[config.mk]
export PLATFORM = sky130hd
export DESIGN_NAME = stacked_band_pwm
export DESIGN_NICKNAME = d
export VERILOG_FILES = /design/src/rtl/stacked_pwm_pkg.sv /design/src/rtl/band_geometry.sv /design/src/rtl/band_slicer.sv /design/src/rtl/gate_deadtime.sv /design/src/rtl/stacked_band_pwm.sv
export SDC_FILE = /design/constraint.sdc
export NUM_CORES = 1
export LEC_CHECK = 0
export ABC_AREA = 1
export BUFFER_PORTS_ARGS = -buffer_cell sky130_fd_sc_hd__buf_2
export CORE_AREA = 2 2 261 186
export CTS_BUF_LIST = sky130_fd_sc_hd__clkbuf_8
export CTS_CLUSTER_DIAMETER = 200
export DETAILED_ROUTE_END_ITERATION = 16
export DIE_AREA = 0 0 263 188
export RECOVER_POWER = 25
export SLEW_MARGIN = 20
export SYNTH_ARGS = -nofsm -noshare
export SYNTH_HDL_FRONTEND = slang
export SYNTH_HIERARCHICAL = 1
export SYNTH_SLANG_ARGS = --single-unit
[constraint.sdc]
create_clock -name clk -period 7.5 [get_ports clk]
set_input_delay 2.25 -clock clk [delete_from_list [all_inputs] [get_ports clk]]
set_output_delay 2.25 -clock clk [all_outputs]
set_load 0.02 [all_outputs]
[src/rtl/stacked_pwm_pkg.sv]
// Shared widths and types for the stacked-band modulator.
// Assumes a 16-bit reference; carriers carry two guard bits.
package stacked_pwm_pkg;
    localparam int NBANDS = 4;
    localparam int DATA_W = 16;
    localparam int CAR_W  = DATA_W + 2;
    localparam int LVL_W  = $clog2(NBANDS + 1);

    typedef logic        [DATA_W-1:0] amp_t;
    typedef logic signed [CAR_W-1:0]  carrier_t;
endpackage

[src/rtl/band_geometry.sv]
// Latches clamped band heights on the period tick, runs the ramp phase
// counter and produces four stacked, contiguous carrier values.
// Assumes the tick spacing is about 2^PH_W clocks; the phase saturates.
module band_geometry
    import stacked_pwm_pkg::*;
#(
    parameter int PH_W = 6
) (
    input  logic     clk,
    input  logic     rst_n,
    input  logic     tick,
    input  amp_t     amp_in [NBANDS],
    output carrier_t carrier [NBANDS]
);
    localparam amp_t AMP_MAX = amp_t'(1) << (DATA_W - 3);
    localparam int   PROD_W  = DATA_W + PH_W;

    amp_t            amp_q [NBANDS];
    logic [PH_W-1:0] ph_q;
    carrier_t        base  [NBANDS];

    // Ramp phase: restart on tick, count up, hold at the top.
    always_ff @(posedge clk) begin
        if (!rst_n)                ph_q <= '0;
        else if (tick)             ph_q <= '0;
        else if (ph_q != '1)       ph_q <= ph_q + 1'b1;
    end

    // Band edges from the latched heights, stacked around zero.
    always_comb begin
        base[0] = signed'({2'b00, amp_q[1]});
        base[1] = '0;
        base[2] = -signed'({2'b00, amp_q[2]});
        base[3] = -(signed'({2'b00, amp_q[2]}) + signed'({2'b00, amp_q[3]}));
    end

    for (genvar k = 0; k < NBANDS; k++) begin : g_band
        logic [PROD_W-1:0] prod;
        amp_t              rise;

        // Height latch: clamp and capture only on the period tick.
        always_ff @(posedge clk) begin
            if (!rst_n)     amp_q[k] <= '0;
            else if (tick)  amp_q[k] <= (amp_in[k] > AMP_MAX) ? AMP_MAX : amp_in[k];
        end

        // Ramp value: fraction ph/2^PH_W of the band height above its edge.
        always_comb begin
            prod       = {{PH_W{1'b0}}, amp_q[k]} * {{DATA_W{1'b0}}, ph_q};
            rise       = amp_t'(prod >> PH_W);
            carrier[k] = base[k] + signed'({2'b00, rise});
        end

        AST_AMP_LIMIT: assert property (@(posedge clk) disable iff (!rst_n)
            amp_q[k] <= AMP_MAX) else $error("height above ceiling");
        AST_AMP_HOLD: assert property (@(posedge clk) disable iff (!rst_n)
            !tick |=> $stable(amp_q[k])) else $error("height moved mid-period");
        AST_RAMP_RISE: assert property (@(posedge clk) disable iff (!rst_n)
            !tick |=> carrier[k] >= $past(carrier[k])) else $error("carrier fell");
    end
endmodule

[src/rtl/band_slicer.sv]
// Compares the reference with one carrier and holds a set/reset latch:
// armed on the tick, disarmed at the first crossing, so one turn-off per period.
module band_slicer
    import stacked_pwm_pkg::*;
(
    input  logic     clk,
    input  logic     rst_n,
    input  logic     tick,
    input  carrier_t ref_ext,
    input  carrier_t carrier,
    output logic     demand
);
    logic armed_q;

    assign demand = armed_q && (ref_ext > carrier);

    // Latch: set at the period start, cleared once the ramp reaches the reference.
    always_ff @(posedge clk) begin
        if (!rst_n)    armed_q <= 1'b0;
        else if (tick) armed_q <= 1'b1;
        else           armed_q <= demand;
    end
endmodule

[src/rtl/gate_deadtime.sv]
// Turns one pair's demand into complementary gates with a blanking gap.
// A change of side restarts the gap; both gates are off while it runs.
module gate_deadtime #(
    parameter int DT_W = 4
) (
    input  logic            clk,
    input  logic            rst_n,
    input  logic            demand,
    input  logic [DT_W-1:0] dead_len,
    output logic            side,
    output logic            up,
    output logic            lo
);
    logic [DT_W-1:0] cnt_q;

    // Commanded side and blanking counter.
    always_ff @(posedge clk) begin
        if (!rst_n) begin
            side  <= 1'b0;
            cnt_q <= '0;
        end else if (demand != side) begin
            side  <= demand;
            cnt_q <= dead_len;
        end else if (cnt_q != '0) begin
            cnt_q <= cnt_q - 1'b1;
        end
    end

    assign up = side  && (cnt_q == '0);
    assign lo = !side && (cnt_q == '0);

    AST_PAIR_EXCL: assert property (@(posedge clk) disable iff (!rst_n)
        !(up && lo)) else $error("shoot-through");
    AST_BLANK_OFF: assert property (@(posedge clk) disable iff (!rst_n)
        (cnt_q != '0) |-> (!up && !lo)) else $error("gate on during blanking");
    AST_RESET_STATE: assert property (@(posedge clk)
        !rst_n |=> (lo && !up)) else $error("reset state wrong");
endmodule

[src/rtl/stacked_band_pwm.sv]
// Five-level stacked-band PWM for one converter leg: carrier geometry,
// four slicers and four dead-time stages; level counts high-side pairs.
// Assumes ticks arrive about every 2^PH_W clocks.
module stacked_band_pwm
    import stacked_pwm_pkg::*;
#(
    parameter int PH_W = 6,
    parameter int DT_W = 4
) (
    input  logic                     clk,
    input  logic                     rst_n,
    input  logic                     period_tick,
    input  logic signed [DATA_W-1:0] ref_in,
    input  logic        [DATA_W-1:0] amp1,
    input  logic        [DATA_W-1:0] amp2,
    input  logic        [DATA_W-1:0] amp3,
    input  logic        [DATA_W-1:0] amp4,
    input  logic        [DT_W-1:0]   dead_len,
    output logic        [NBANDS-1:0] gate_hi,
    output logic        [NBANDS-1:0] gate_lo,
    output logic        [LVL_W-1:0]  level
);
    amp_t              amp_in  [NBANDS];
    carrier_t          carrier [NBANDS];
    carrier_t          ref_ext;
    logic [NBANDS-1:0] demand;
    logic [NBANDS-1:0] side;

    assign amp_in[0] = amp1;
    assign amp_in[1] = amp2;
    assign amp_in[2] = amp3;
    assign amp_in[3] = amp4;
    assign ref_ext   = {{(CAR_W-DATA_W){ref_in[DATA_W-1]}}, ref_in};

    band_geometry #(.PH_W(PH_W)) u_geom (
        .clk(clk), .rst_n(rst_n), .tick(period_tick),
        .amp_in(amp_in), .carrier(carrier)
    );

    for (genvar k = 0; k < NBANDS; k++) begin : g_pair
        band_slicer u_slice (
            .clk(clk), .rst_n(rst_n), .tick(period_tick),
            .ref_ext(ref_ext), .carrier(carrier[k]), .demand(demand[k])
        );
        gate_deadtime #(.DT_W(DT_W)) u_dead (
            .clk(clk), .rst_n(rst_n), .demand(demand[k]), .dead_len(dead_len),
            .side(side[k]), .up(gate_hi[k]), .lo(gate_lo[k])
        );
    end

    // Output level: count of pairs commanded high-side.
    always_comb begin
        level = '0;
        for (int k = 0; k < NBANDS; k++) level = level + LVL_W'(side[k]);
    end

    function automatic logic [NBANDS-1:0] thermo(input logic [LVL_W-1:0] n);
        logic [NBANDS-1:0] m;
        m = '0;
        for (int k = 0; k < NBANDS; k++) if (k < int'(n)) m[NBANDS-1-k] = 1'b1;
        return m;
    endfunction

    AST_LEVEL_THERMO: assert property (@(posedge clk) disable iff (!rst_n)
        side == thermo(level)) else $error("side pattern not thermometer");
endmodule

# After elaboration in Yosys (flattened, before gate mapping)
# Memory sizes are Yosys's and may differ from the RTL's.
# Index checks and enable logic that the tools add are counted.
dict set report word_totals {
  reg_bits 30
  ramBits 64
  in_bits 87
  out_inout_bits 11
  word_cells 103
  mem_count 1
}
# memory depth width rd rd_clocked_by_memory_dff write_ports line
set mem_list {}
lappend mem_list {u_geom.amp_q 4 16 4 0 4 band_geometry.sv:18} ;# amp_t amp_q [NBANDS];
dict set report op_classes {
  add_sub_neg 14
  n_mul 4
  magnitude_cmp 8
  n_eq_ne 5
  muxes 24
  bitwise_logic 5
  reduce_logical 29
}
# operator n
set op_table {}
lappend op_table {{2-to-1 mux 16 bit} 8}
lappend op_table {{multiplier 16 x 6 -> 22 bit} 4}
lappend op_table {{> comparator 16 x 14 -> 1 bit (second input constant)} 4}
lappend op_table {{> comparator 16 x 18 -> 1 bit} 3}
lappend op_table {{adder 18 x 17 -> 18 bit} 2}
lappend op_table {{adder 16 x 16 -> 17 bit} 2}
lappend op_table {{2-to-1 mux 4 bit} 8}
lappend op_table {{negator 16 -> 18 bit} 1}
lappend op_table {{negator 18 bit} 1}
lappend op_table {{> comparator 16 x 17 -> 1 bit} 1}
lappend op_table {{zero test 4 bit} 4}
lappend op_table {{nonzero test 4 bit} 4}
lappend op_table {{subtractor 4 x 1 -> 4 bit (second input constant)} 4}
lappend op_table {{logical AND 1 bit} 12}
lappend op_table {{2-to-1 mux 1 bit} 8}
lappend op_table {{nonzero test 2 bit} 4}
lappend op_table {{adder 6 x 1 -> 6 bit (second input constant)} 1}
lappend op_table {{!= test 6 bit (second input constant)} 1}
lappend op_table {{zero test 1 bit} 4}
lappend op_table {{!= test 1 bit} 4}
lappend op_table {{OR 1 bit} 4}
lappend op_table {{adder 2 x 1 -> 3 bit} 1}
lappend op_table {{adder 3 x 1 -> 3 bit} 1}
lappend op_table {{adder 1 x 1 -> 2 bit} 1}
lappend op_table {{2 further kinds} 2}

# Longest topological paths before layout
# An unclocked memory read counts as a cell.
dict set report logic_depth {
  depth_word 8
  mapped_depth 47
  depth_no_buf 44
}

# Cells and area by module
# Netlist, hierarchy kept.
# mod instances cells_each area_per_inst_um2 seq_area_each_um2
set modules_own_cells {}
lappend modules_own_cells {band_geometry 1 2339 17125.2 2042.0}
lappend modules_own_cells {band_slicer 4 100 586.8 20.0}
lappend modules_own_cells {gate_deadtime 4 55 334.1 100.1}
lappend modules_own_cells {stacked_band_pwm 1 8 63.8 0.0}

# Worst setup path before layout
# OpenSTA, ideal clock, no wires.
dict set report synth_path {
  path_kind {flip-flop to flip-flop}
  start {reg u_geom.ph_q[2]}
  end {reg g_pair[3].u_dead.cnt_q[3]}
  setup_ps 113
  arrival_time_ps 6765
  required_ps 7387
  setup_slack_ps 622
  path_stages_with_launch 42
  path_buffers 2
  synth_period_minus_slack_ps 6878
  path_cell_list {dfxtp_1 > clkbuf_1 > clkbuf_1 > nand2_1 > inv_1 > fa_1 > fa_1 > inv_1 > fa_1 > inv_1 > ha_1 > a21oi_1 > or2_2 > nand3_1 > a21oi_1 > xnor2_1 > fa_1 > ha_1 > (+6 left out) > nand2_1 > nand2_1 > nand2_1 > inv_1 > ha_1 > nand2_1 > nor2_2 > nand2_1 > nor2_1 > nand2_1 > nand3_1 > nand2_1 > nand3_2 > inv_1 > xnor2_2 > nand2_1 > nor2_1 > nor2_1}
}
# element line
set synth_lines {}
lappend synth_lines {{from (decl)} band_geometry.sv:19} ;# logic [PH_W-1:0] ph_q;
lappend synth_lines {{from (signal assigned)} band_geometry.sv:26} ;# else if (ph_q != '1) ph_q <= ph_q + 1'b1;
lappend synth_lines {{to (signal assigned)} gate_deadtime.sv:23} ;# cnt_q <= dead_len;
lappend synth_lines {{to (signal assigned)} gate_deadtime.sv:25} ;# cnt_q <= cnt_q - 1'b1;
lappend synth_lines {{to (decl)} gate_deadtime.sv:14} ;# logic [DT_W-1:0] cnt_q;

==> summary.txt <==
Run status
  – Status: finished, violations left
  – Failing checks: capacitance limit, slew limit

Global route
  – Initial antenna violation count: 0
  – First-pass GRT wire length: 93200 µm
  – Total congestion overflow: 0
  – Largest net degree at the start of global routing: 71
  – Vias in the first global route: 18500
  – GR Util All Layers: 23.6%

Final layout
  – Syn-to-layout area delta: 10.4%
  – Share of cells above drive strength 1: 9.18%
  – Diode count: 0
  – Finished Layout Cells: 3713
  – Cell area after layout: 0.0231 mm²
  – Final net count: 3656

Place
  – # placed instances: 3667
  – GPL Wtd Cong: 0.928
  – Placed cell area: 0.0222 mm²
  – Buffers on Ports: 97
  – Post-DP HPWL: 45600 µm

STA
  – Final setup fails: 0
  – Tcrit/Tclk final: 93.8%
  – Hold Vio Cnt, Final: 0
  – Slew @ Worst Pin: 3.14 ns
  – Setup Skew: 0.0142 ns
  – Worst slew margin: -109%
  – Min cycle time layout: 7.04 ns
  – Fmax: 142 MHz
  – Fin. max-slew vios: 71

Power and ir drop
  – Switch Pwr: 1060 µW
  – Net Sw Frac: 46.6%
  – Clock network power share: 15.0%
  – Maximum vdd drop: 0.0845 mV
  – Power share of the sequential group: 31.3%
  – Leak: 0.0137 µW
  – Pwr Total: 2280 µW
  – Cell internal pwr: 1220 µW
  – Comb pwr share: 53.7%
  – Power Dens Cells: 99.1 mW/mm²

Route
  – Max layer used: met4
  – Wire per inst: 15.5 µm
  – Drt total wl: 57500 µm
  – First DRT Iteration DRCs: 1133
  – Via count: 18400
  – Met1 wire length: 27700 µm
  – Wire length on met2: 25500 µm
  – WL met3: 2870 µm
  – Via density: 4.94
  – ANT nets after route: 0
  – Remaining DRCs: 0
  – 1st-pass router iterations: 6

Setup path
  – CP endpoint kind: register
  – CP Class: reg2reg
  – Reg-to-reg critical path startpoint: u_geom/ph_q[4]
  – End of the critical path: g_pair[3].u_dead/cnt_q[0]
  – Worst Path Required: 7.90 ns
  – Critical Path AT: 7.44 ns
  – Flop-to-flop setup slack: 0.46 ns
  – CP max FO: 11
  – Most used cell, CP: nand2_1
  – Worst Reg2Reg Path Length in Cells: 45
  – CP max stage delay: 0.50 ns
  – Critical Path Slowest Stage Cell: fa_1
  – CP startpoint: u_geom/ph_q[4]
  – R2R Path End: g_pair[3].u_dead/cnt_q[0]
  – Startpoint Class: register

Die
  – IO Pins: 98
  – DIE WIDTH: 263 µm
  – Die Height: 188 µm
  – Total core area: 0.0471 mm²
  – Rows: 67
  – Die Area: 0.0494 mm²
  – Initial core utilization: 44.3%

Yosys
  – Top cells by count, synth: 814 x inv_1, 759 x nand2_1, 243 x fa_1
  – Number of flops mapped to enable cells by yosys: 64
  – Area contributors post-synth: fa_1 23%, inv_1 15%, ha_1 14%
  – Most frequent cell after synthesis: inv_1
  – Synth area leader: fa_1
  – Synth Register Bits: 94
  – Register area share after synthesis: 12.1%
  – Most used DFF post-synth: edfxtp_1
  – Asr flop ratio synth: 0%
  – Mapped Cells: 2967
  – Yosys cell types: 51
  – Post-synthesis cell area: 0.0209 mm²
  – Synth warn: 6
  – Avg Cell Area, Syn: 7.03 µm²
  – Yosys top cell area share: 23.3%

Clock tree
  – CTS sink count: 94
  – Clock latency on the worst-skew pair: 0.45 ns
  – CTS tree: done
  – Total CTS buffers: 9
  – Root Buffer Master: clkbuf_8
  – Longest Clk Path Bufs: 2
  – H-tree Lvls: 3
  – Clk slew on worst S/H paths: 0.11 ns

Run
  – Max cap viols: 1

Min path
  – Hold Crit Class: reg2reg
==> timing repair <==
| item | in CTS | in global routing |
|---|---|---|
| pin swaps | 0 | 11 |
| endpoints found under the setup margin | 4 | 15 |
| hold buffers | 0 | 0 |
| gates resized for setup | 1 | 81 |
| gates cloned | 0 | 3 |
| setup buffers | 0 | 27 |
==> critical path, delay by kind of cell, from the launching register on <==
family	cells	cell delay, ns
simple gates	21	1.99
fa+ha+maj	7	2.90
flops	1	0.37
buf+inv	11	0.87
compound gates	6	0.82
==> final cells by class <==
cell class	instances	area, µm²
fill	4793	24100
multi-input combinational	2013	15400
inverter	820	3080
sequential	94	2540
timing repair buffer	149	1050
tap	621	777
clock buffer	9	124
clock inverter	7	48.8
==> sequential cells by signal, summed over array words and instances, names as in the netlist <==
| register | count |
|---|---|
| g_pair.u_dead/side | 4 |
| g_pair.u_slice/armed_q | 4 |
| u_geom/amp_q | 64 |
| g_pair.u_dead/cnt_q | 16 |
| u_geom/ph_q | 6 |
==> cells in the final DEF (no fill, tap or decap), drive strengths merged, types with 2 or more instances in the layout <==
master    count
clkinv        5
conb         11
a21o         15
or2           4
clkinvlp      3
buf         146
o41ai         4
o2111ai       6
a21oi       158
edfxtp       64
xor2         69
a21boi        5
clkbuf       12
and2          3
o21a          4
inv         819
nor2        214
a31oi        10
a211oi        8
o21bai       12
fa          243
nand4        21
nand2       773
o21ai        65
a221oi        2
ha          239
nor3         17
xnor2        35
o31ai         4
nor4          6
nand3        80
dfxtp        30
==> power by group through the flow <==
stage               clock (µW)  sequential [µW]  combinational, µW
CTS                        362              716               1170
detailed placement           0              728               1160
global placement             0              727               1140
finish                     342              715               1230
global route               379              726               1400
floorplan                    0              690                873
==> metrics by stage <==
stage	TNS [ns]	setup slack [ns]	util [%]	hold slack, ns
2_1_floorplan	0	0.622	-	0.512
3_3_place_gp	0	0.0190	47.2	0.534
3_5_place_dp	-0.231	-0.0659	47.2	0.544
4_1_cts	0	0.0330	47.5	0.560
5_1_grt	-0.0476	-0.0310	48.9	0.607
6_report	0	0.463	48.9	0.565
==> worst min path at each step <==
stage,startpoint,cells after the start,to
floorplan,g_pair[0].u_slice/armed_q,4,g_pair[0].u_slice/armed_q
global placement,g_pair[3].u_dead/cnt_q[0],3,g_pair[3].u_dead/cnt_q[0]
detailed placement,g_pair[3].u_dead/cnt_q[0],3,g_pair[3].u_dead/cnt_q[0]
CTS,g_pair[3].u_dead/cnt_q[0],3,g_pair[3].u_dead/cnt_q[0]
global route,g_pair[1].u_dead/cnt_q[0],3,g_pair[1].u_dead/cnt_q[0]
finish,g_pair[1].u_dead/cnt_q[0],3,g_pair[1].u_dead/cnt_q[0]
==> cells by family (layout without fill, tap and decap cells) <==
| kind of cell | Yosys count | after routing | synth area share (%) |
|---|---|---|---|
| xor+xnor | 104 | 104 | 4.51 |
| fa+ha+maj | 482 | 482 | 37.6 |
| buf+inv | 870 | 985 | 15.7 |
| other cells | 1 | 11 | 0.0180 |
| simple gates | 1120 | 1120 | 21.6 |
| compound gates | 296 | 296 | 8.37 |
| flops | 94 | 94 | 12.1 |
==> layer usage <==
metal | up-vias | global-route usage, %
li1 | 9121 | -
met1 | 8674 | 32.9
met2 | 472 | 37.9
met3 | 83 | 3.35
met4 | 0 | 7.08
met5 | - | 0
Power figures use the tool's default switching activity.
